--- config.mk ---
export PLATFORM = sky130hd
export DESIGN_NAME = irq_nest_tracker
export DESIGN_NICKNAME = d
export VERILOG_FILES = /design/src/rtl/irq_nest_tracker.sv
export SDC_FILE = /design/constraint.sdc
export NUM_CORES = 1
export LEC_CHECK = 0
export ABC_AREA = 1
export BUFFER_PORTS_ARGS = -buffer_cell sky130_fd_sc_hd__buf_2
export CAP_MARGIN = 30
export CORE_MARGIN = 2
export CORE_UTILIZATION = 25
export CTS_CLUSTER_DIAMETER = 120
export CTS_CLUSTER_SIZE = 10
export DETAILED_ROUTE_END_ITERATION = 10
export PLACE_DENSITY = 0.4
export SYNTH_ARGS = -nofsm -noshare
export SYNTH_HDL_FRONTEND = slang
export SYNTH_SLANG_ARGS = --single-unit
--- constraint.sdc ---
create_clock -name clk -period 3.5 [get_ports clk]
set_input_delay 0 -clock clk [delete_from_list [all_inputs] [get_ports clk]]
set_output_delay 0 -clock clk [all_outputs]
set_load 0.005 [all_outputs]
--- src/rtl/irq_nest_tracker.sv ---
module irq_nest_tracker #(
  parameter int NUM_SRC = 16,
  parameter int ID_W    = 10,
  parameter int PR_W    = 8
) (
  input  logic                    clk,
  input  logic                    rst_n,
  input  logic [NUM_SRC*PR_W-1:0] prio_cfg,
  input  logic                    ack_req,
  input  logic [ID_W-1:0]         top_id,
  output logic [ID_W-1:0]         ack_id,
  output logic                    pend_clr,
  output logic [ID_W-1:0]         pend_clr_id,
  input  logic                    eoi_req,
  input  logic [31:0]             eoi_data,
  input  logic [NUM_SRC-1:0]      src_level,
  input  logic [NUM_SRC-1:0]      src_enable,
  input  logic [NUM_SRC-1:0]      src_line,
  input  logic [NUM_SRC-1:0]      src_to_me,
  output logic                    pend_set,
  output logic [ID_W-1:0]         pend_set_id,
  output logic                    busy,
  output logic [ID_W-1:0]         run_id,
  output logic [PR_W:0]           run_prio
);
  localparam int IX_W = (NUM_SRC > 1) ? $clog2(NUM_SRC) : 1;
  localparam logic [ID_W-1:0] SPUR = '1;
  localparam logic [PR_W:0] IDLE_PRIO = {1'b1, {PR_W{1'b0}}};
  localparam logic [ID_W-1:0] LIMIT = ID_W'(NUM_SRC);

  logic [PR_W-1:0] prio_arr [NUM_SRC];
  logic [ID_W-1:0] link_q [NUM_SRC];
  logic [IX_W-1:0] walk_cur;
  logic [ID_W-1:0] walk_tgt;

  for (genvar g = 0; g < NUM_SRC; g++) begin : g_prio
    assign prio_arr[g] = prio_cfg[g*PR_W +: PR_W];
  end

  logic            top_ok, ack_go, eoi_ok, unused_hi;
  logic [PR_W:0]   top_prio, back_prio;
  logic [ID_W-1:0] eoi_id, back, walk_nxt;
  logic [IX_W-1:0] eix;

  assign unused_hi = ^eoi_data[31:ID_W];
  assign top_ok    = top_id != SPUR && top_id < LIMIT;
  assign top_prio  = {1'b0, prio_arr[top_id[IX_W-1:0]]};
  assign ack_go    = ack_req && !eoi_req && !busy && top_ok && top_prio < run_prio;
  assign ack_id    = ack_go ? top_id : SPUR;
  assign pend_clr  = ack_go;
  assign pend_clr_id = top_id;

  assign eoi_id    = eoi_data[ID_W-1:0];
  assign eix       = eoi_id[IX_W-1:0];
  assign eoi_ok    = eoi_req && !busy && eoi_id < LIMIT && run_id != SPUR;
  assign pend_set  = eoi_ok && src_level[eix] && src_enable[eix] && src_line[eix] && src_to_me[eix];
  assign pend_set_id = eoi_id;

  assign back      = link_q[eix];
  assign back_prio = (back == SPUR) ? IDLE_PRIO : {1'b0, prio_arr[back[IX_W-1:0]]};
  assign walk_nxt  = link_q[walk_cur];

  always_ff @(posedge clk or negedge rst_n) begin
    if (!rst_n) begin
      run_id   <= SPUR;
      run_prio <= IDLE_PRIO;
      busy     <= 1'b0;
      walk_cur <= '0;
      walk_tgt <= SPUR;
      for (int i = 0; i < NUM_SRC; i++) link_q[i] <= SPUR;
    end else if (ack_go) begin
      link_q[top_id[IX_W-1:0]] <= run_id;
      run_id   <= top_id;
      run_prio <= top_prio;
    end else if (eoi_ok) begin
      if (eoi_id == run_id) begin
        run_id   <= back;
        run_prio <= back_prio;
      end else begin
        busy     <= 1'b1;
        walk_cur <= run_id[IX_W-1:0];
        walk_tgt <= eoi_id;
      end
    end else if (busy) begin
      if (walk_nxt == SPUR) begin
        busy <= 1'b0;
      end else if (walk_nxt == walk_tgt) begin
        link_q[walk_cur] <= link_q[walk_tgt[IX_W-1:0]];
        busy <= 1'b0;
      end else begin
        walk_cur <= walk_nxt[IX_W-1:0];
      end
    end
  end

  a_r3_idle_prio: assert property (@(posedge clk) disable iff (!rst_n)
    run_id == SPUR |-> run_prio == IDLE_PRIO);
  a_r2_ack_load: assert property (@(posedge clk) disable iff (!rst_n)
    pend_clr |=> run_id == $past(pend_clr_id));
  a_r1_prio_drop: assert property (@(posedge clk) disable iff (!rst_n)
    pend_clr |=> run_prio < $past(run_prio));
  a_r9_hold_walk: assert property (@(posedge clk) disable iff (!rst_n)
    busy |=> $stable(run_id) && $stable(run_prio));
  a_r5_idle_quiet: assert property (@(posedge clk) disable iff (!rst_n)
    run_id == SPUR |-> !pend_set);
  a_r6_range: assert property (@(posedge clk) disable iff (!rst_n)
    run_id == SPUR || run_id < LIMIT);
endmodule

==> results.yml <==
sta:
  fin_tns_setup_ns: 0
  slew_viol_final: 0
  fmax_ghz: 0.2976
  fin_skew_ns: 0.01755
  whs_ns: 0.03321
  fin_crit_sh_pct: 95.99
  slew_headroom_pct: 38.58
  setup_viol: 0
  hold_viol: 0
  tightest_slew_ns: 0.9179
  finalCriticalPeriod_ns: 3.360
floorplanning:
  die_area_um2: 76630
  initial_core_util_pct: 25.12
  die_y_um: 276.8
  die-width_um: 276.8
  rows: 100
  fp.coreArea_um2: 74070
  io-pin-count: 290
critical_path:
  critPathBufInv: 5
  crit_chain: "buf_2, dlygate4sd3_1, buf_12, a21oi_1, o21ai_0, o211ai_1, o211ai_1, nand2_2, nand2_1, clkinvlp_4, nand3_1, nand2_1, nor2_1, nand3_1, dlygate4sd3_1, nand2_1"
  critical_path_required_ns: 3.96
  start_kind: "input pin"
  crit_path_max_fanout: 61
  r2r-start: "link_q[62]$_DFFE_PN1P_"
  worstSetupEndpointType: "flop"
  cpMostUsedCell: "nand2_1"
  crit_path_top_delay_cell: "dlygate4sd3_1"
  critPathKind: "input pin to flop"
  cpLargestDelayFamily: "buffers and inverters"
  crit_arrival_ns: 3.82
  crit_start: "eoi_data[1]"
  slowest_delay_ns: 0.59
layout:
  multi_input_area_um2: 11710
  final-seq-area_um2: 5086
  area_growth_pct: 21.05
  final_nets: 3622
  antenna_cells: 0
  fill_cells: 8406
  final_cell_mix: "nand2_1, nand3_1, o21ai_0"
  drive_above_1_share_pct: 21.09
  instances_no_fill: 4359
  layout_commonest_cell: "nand2_1"
power_and_ir_drop:
  ir_worst_vdd_mv: 0.4034
  power_density_nw_per_um2: 236.9
  p_leak_nw: 10.29
  total_power_mw: 5.337
drt:
  routed_wl_um: 100200
  routedWlPerCell_um: 22.99
  ant_nets: 0
  via_per_inst: 5.212
  drt_first_pass_iters: 6
  drc: 0
  drt-initial-drc-count: 2441
  vias: 22720
clock_tree:
  h-tree-depth: 4
  cts.reportedPaths.clkPinSlew_ns: 0.08
  cts-root-buf: "clkbuf_16"
  clockBufferDepth: 2
  clock_sinks: 194
  post_cts_buffers: 0
  cts_tree: "yes"
  cts_buffers: 17
  insertion_delay_ns: 0.52
synth:
  async_flop_share_pct: 100.0
  ys_seq_area_share_pct: 27.31
  synth_edf_count: 0
  synth_area_per_cell_um2: 5.909
  synth_cell_types: 41
  syn_inst: 3149
  synth_fp_nets: 3394
  ys.flop_type: "dfstp_2"
  synth.cell_area_um2: 18610
  ys_ff_latch: 194
  ys_warn_count: 0
placed_design:
  dp_cells: 4303
  dp_hpwl_um: 72210
  portBuffers: 267
  gp_congestion: 0.9283
grt:
  grt_pass1_vias: 21530
  grt_overflow: 0
  grt_use_total_pct: 25.77
  antenna_found_initial: 1
  grt_pass1_wl_um: 148000
  grt_max_degree: 76
hold_path:
  hold_class: "input pin to flop"
  hp-start: "prio_cfg[7]"
outcome:
  status: "completed"
job:
  maxCapViolCount: 0
metal layers:
metal  vias to the layer above  wire [µm]  GRT usage (%)
li1                      10900          -              -
met1                     10730      44750          35.51
met2                       938      45120          40.56
met3                       157       6340          3.366
met4                         0       4003          10.49
met5                         -          0              0
Yosys cell counts, types with 14 or more instances:
cell type,n,area [µm²]
a21oi_1,95,475.5
inv_1,122,457.9
o221ai_1,28,245.2
nand2_1,1199,4501
clkbuf_1,114,427.9
nand3_1,448,2242
nand2_2,21,131.4
a22oi_1,56,420.4
buf_2,69,345.3
o21ai_0,301,1506
dfstp_2,181,4756
o21ai_1,72,360.4
o211ai_1,64,480.5
buf_4,51,382.9
nor2_1,189,709.4
buf_1,14,52.55
worst paths after layout:
kind	to	slack (ns)	cells past startpoint
setup reg to reg	run_prio[5]$_DFFE_PN0P_	0.17	12
min in group asynchronous	run_prio[7]$_DFFE_PN0P_	0.09	2
max in group asynchronous	link_q[133]$_DFFE_PN1P_	2.37	3
hold / removal	run_prio[7]$_DFFE_PN0P_	0.03	7
hold reg to reg	walk_tgt[6]$_DFFE_PN1P_	0.47	2
setup / recovery	run_prio[5]$_DFFE_PN0P_	0.14	16
layout make-up:
type	count	area share (%)
tap	969	5.383
multi-input combinational	2549	51.97
clock buffer	18	1.905
inverter	147	2.483
clock inverter	14	0.6333
sequential	194	22.58
timing repair buffer	468	15.05
power breakdown:
part           total, mW  internal [mW]  switching (mW)
Clock               2.11           1.00            1.10
Combinational      0.977          0.351           0.626
Sequential          2.25           2.25               0
Total               5.34           3.61            1.73
state kept, by name, summed over array words and instances, names as in the netlist:
register,flops
run_id,10
walk_tgt,10
run_prio,9
walk_cur,4
busy,1
link_q,160
kinds of logic (layout without fill, tap and decap cells):
family                     count (synthesis)  after routing  share of synthesized area (%)
and+or+nand+nor                         1901           1901                          42.37
AOI/OAI and AO/OA                        636            636                          19.59
buffers and inverters                    406            647                          10.03
DFF                                      194            194                          27.31
adders and majority gates                  7              7                         0.4707
xor gates and xnor gates                   5              5                         0.2353
repair_timing:
item | 4_1_cts | 5_1_grt
endpoints found under the hold margin | 84 | 0
endpoints found under the setup margin | 0 | 32
hold buffers | 24 | 0
gates resized for setup | 0 | 8
worst register-to-register path, stage by stage, from the launching register on:
cell and delay, ns:
dfstp_2 0.61, o21ai_0 0.11, o221ai_1 0.38, nand3_1 0.15
nand2_2 0.33, clkinv_1 0.12, buf_4 0.22, nand2_1 0.38
a21oi_1 0.12, nor2_1 0.15, nand3_1 0.08, dlygate4sd3_1 0.56
nand2_1 0.06
stage by stage:
stage	setup WS, ns	util [%]	cell area, µm²
floorplan	0.3822	-	18610
global placement	-0.2426	29.21	21640
detailed placement	-0.1833	29.27	21680
CTS	0.03606	30.37	22490
global route	-0.01218	30.41	22520
finish	0.1403	30.41	22520
No activity file was read; power rests on OpenSTA's default activity.
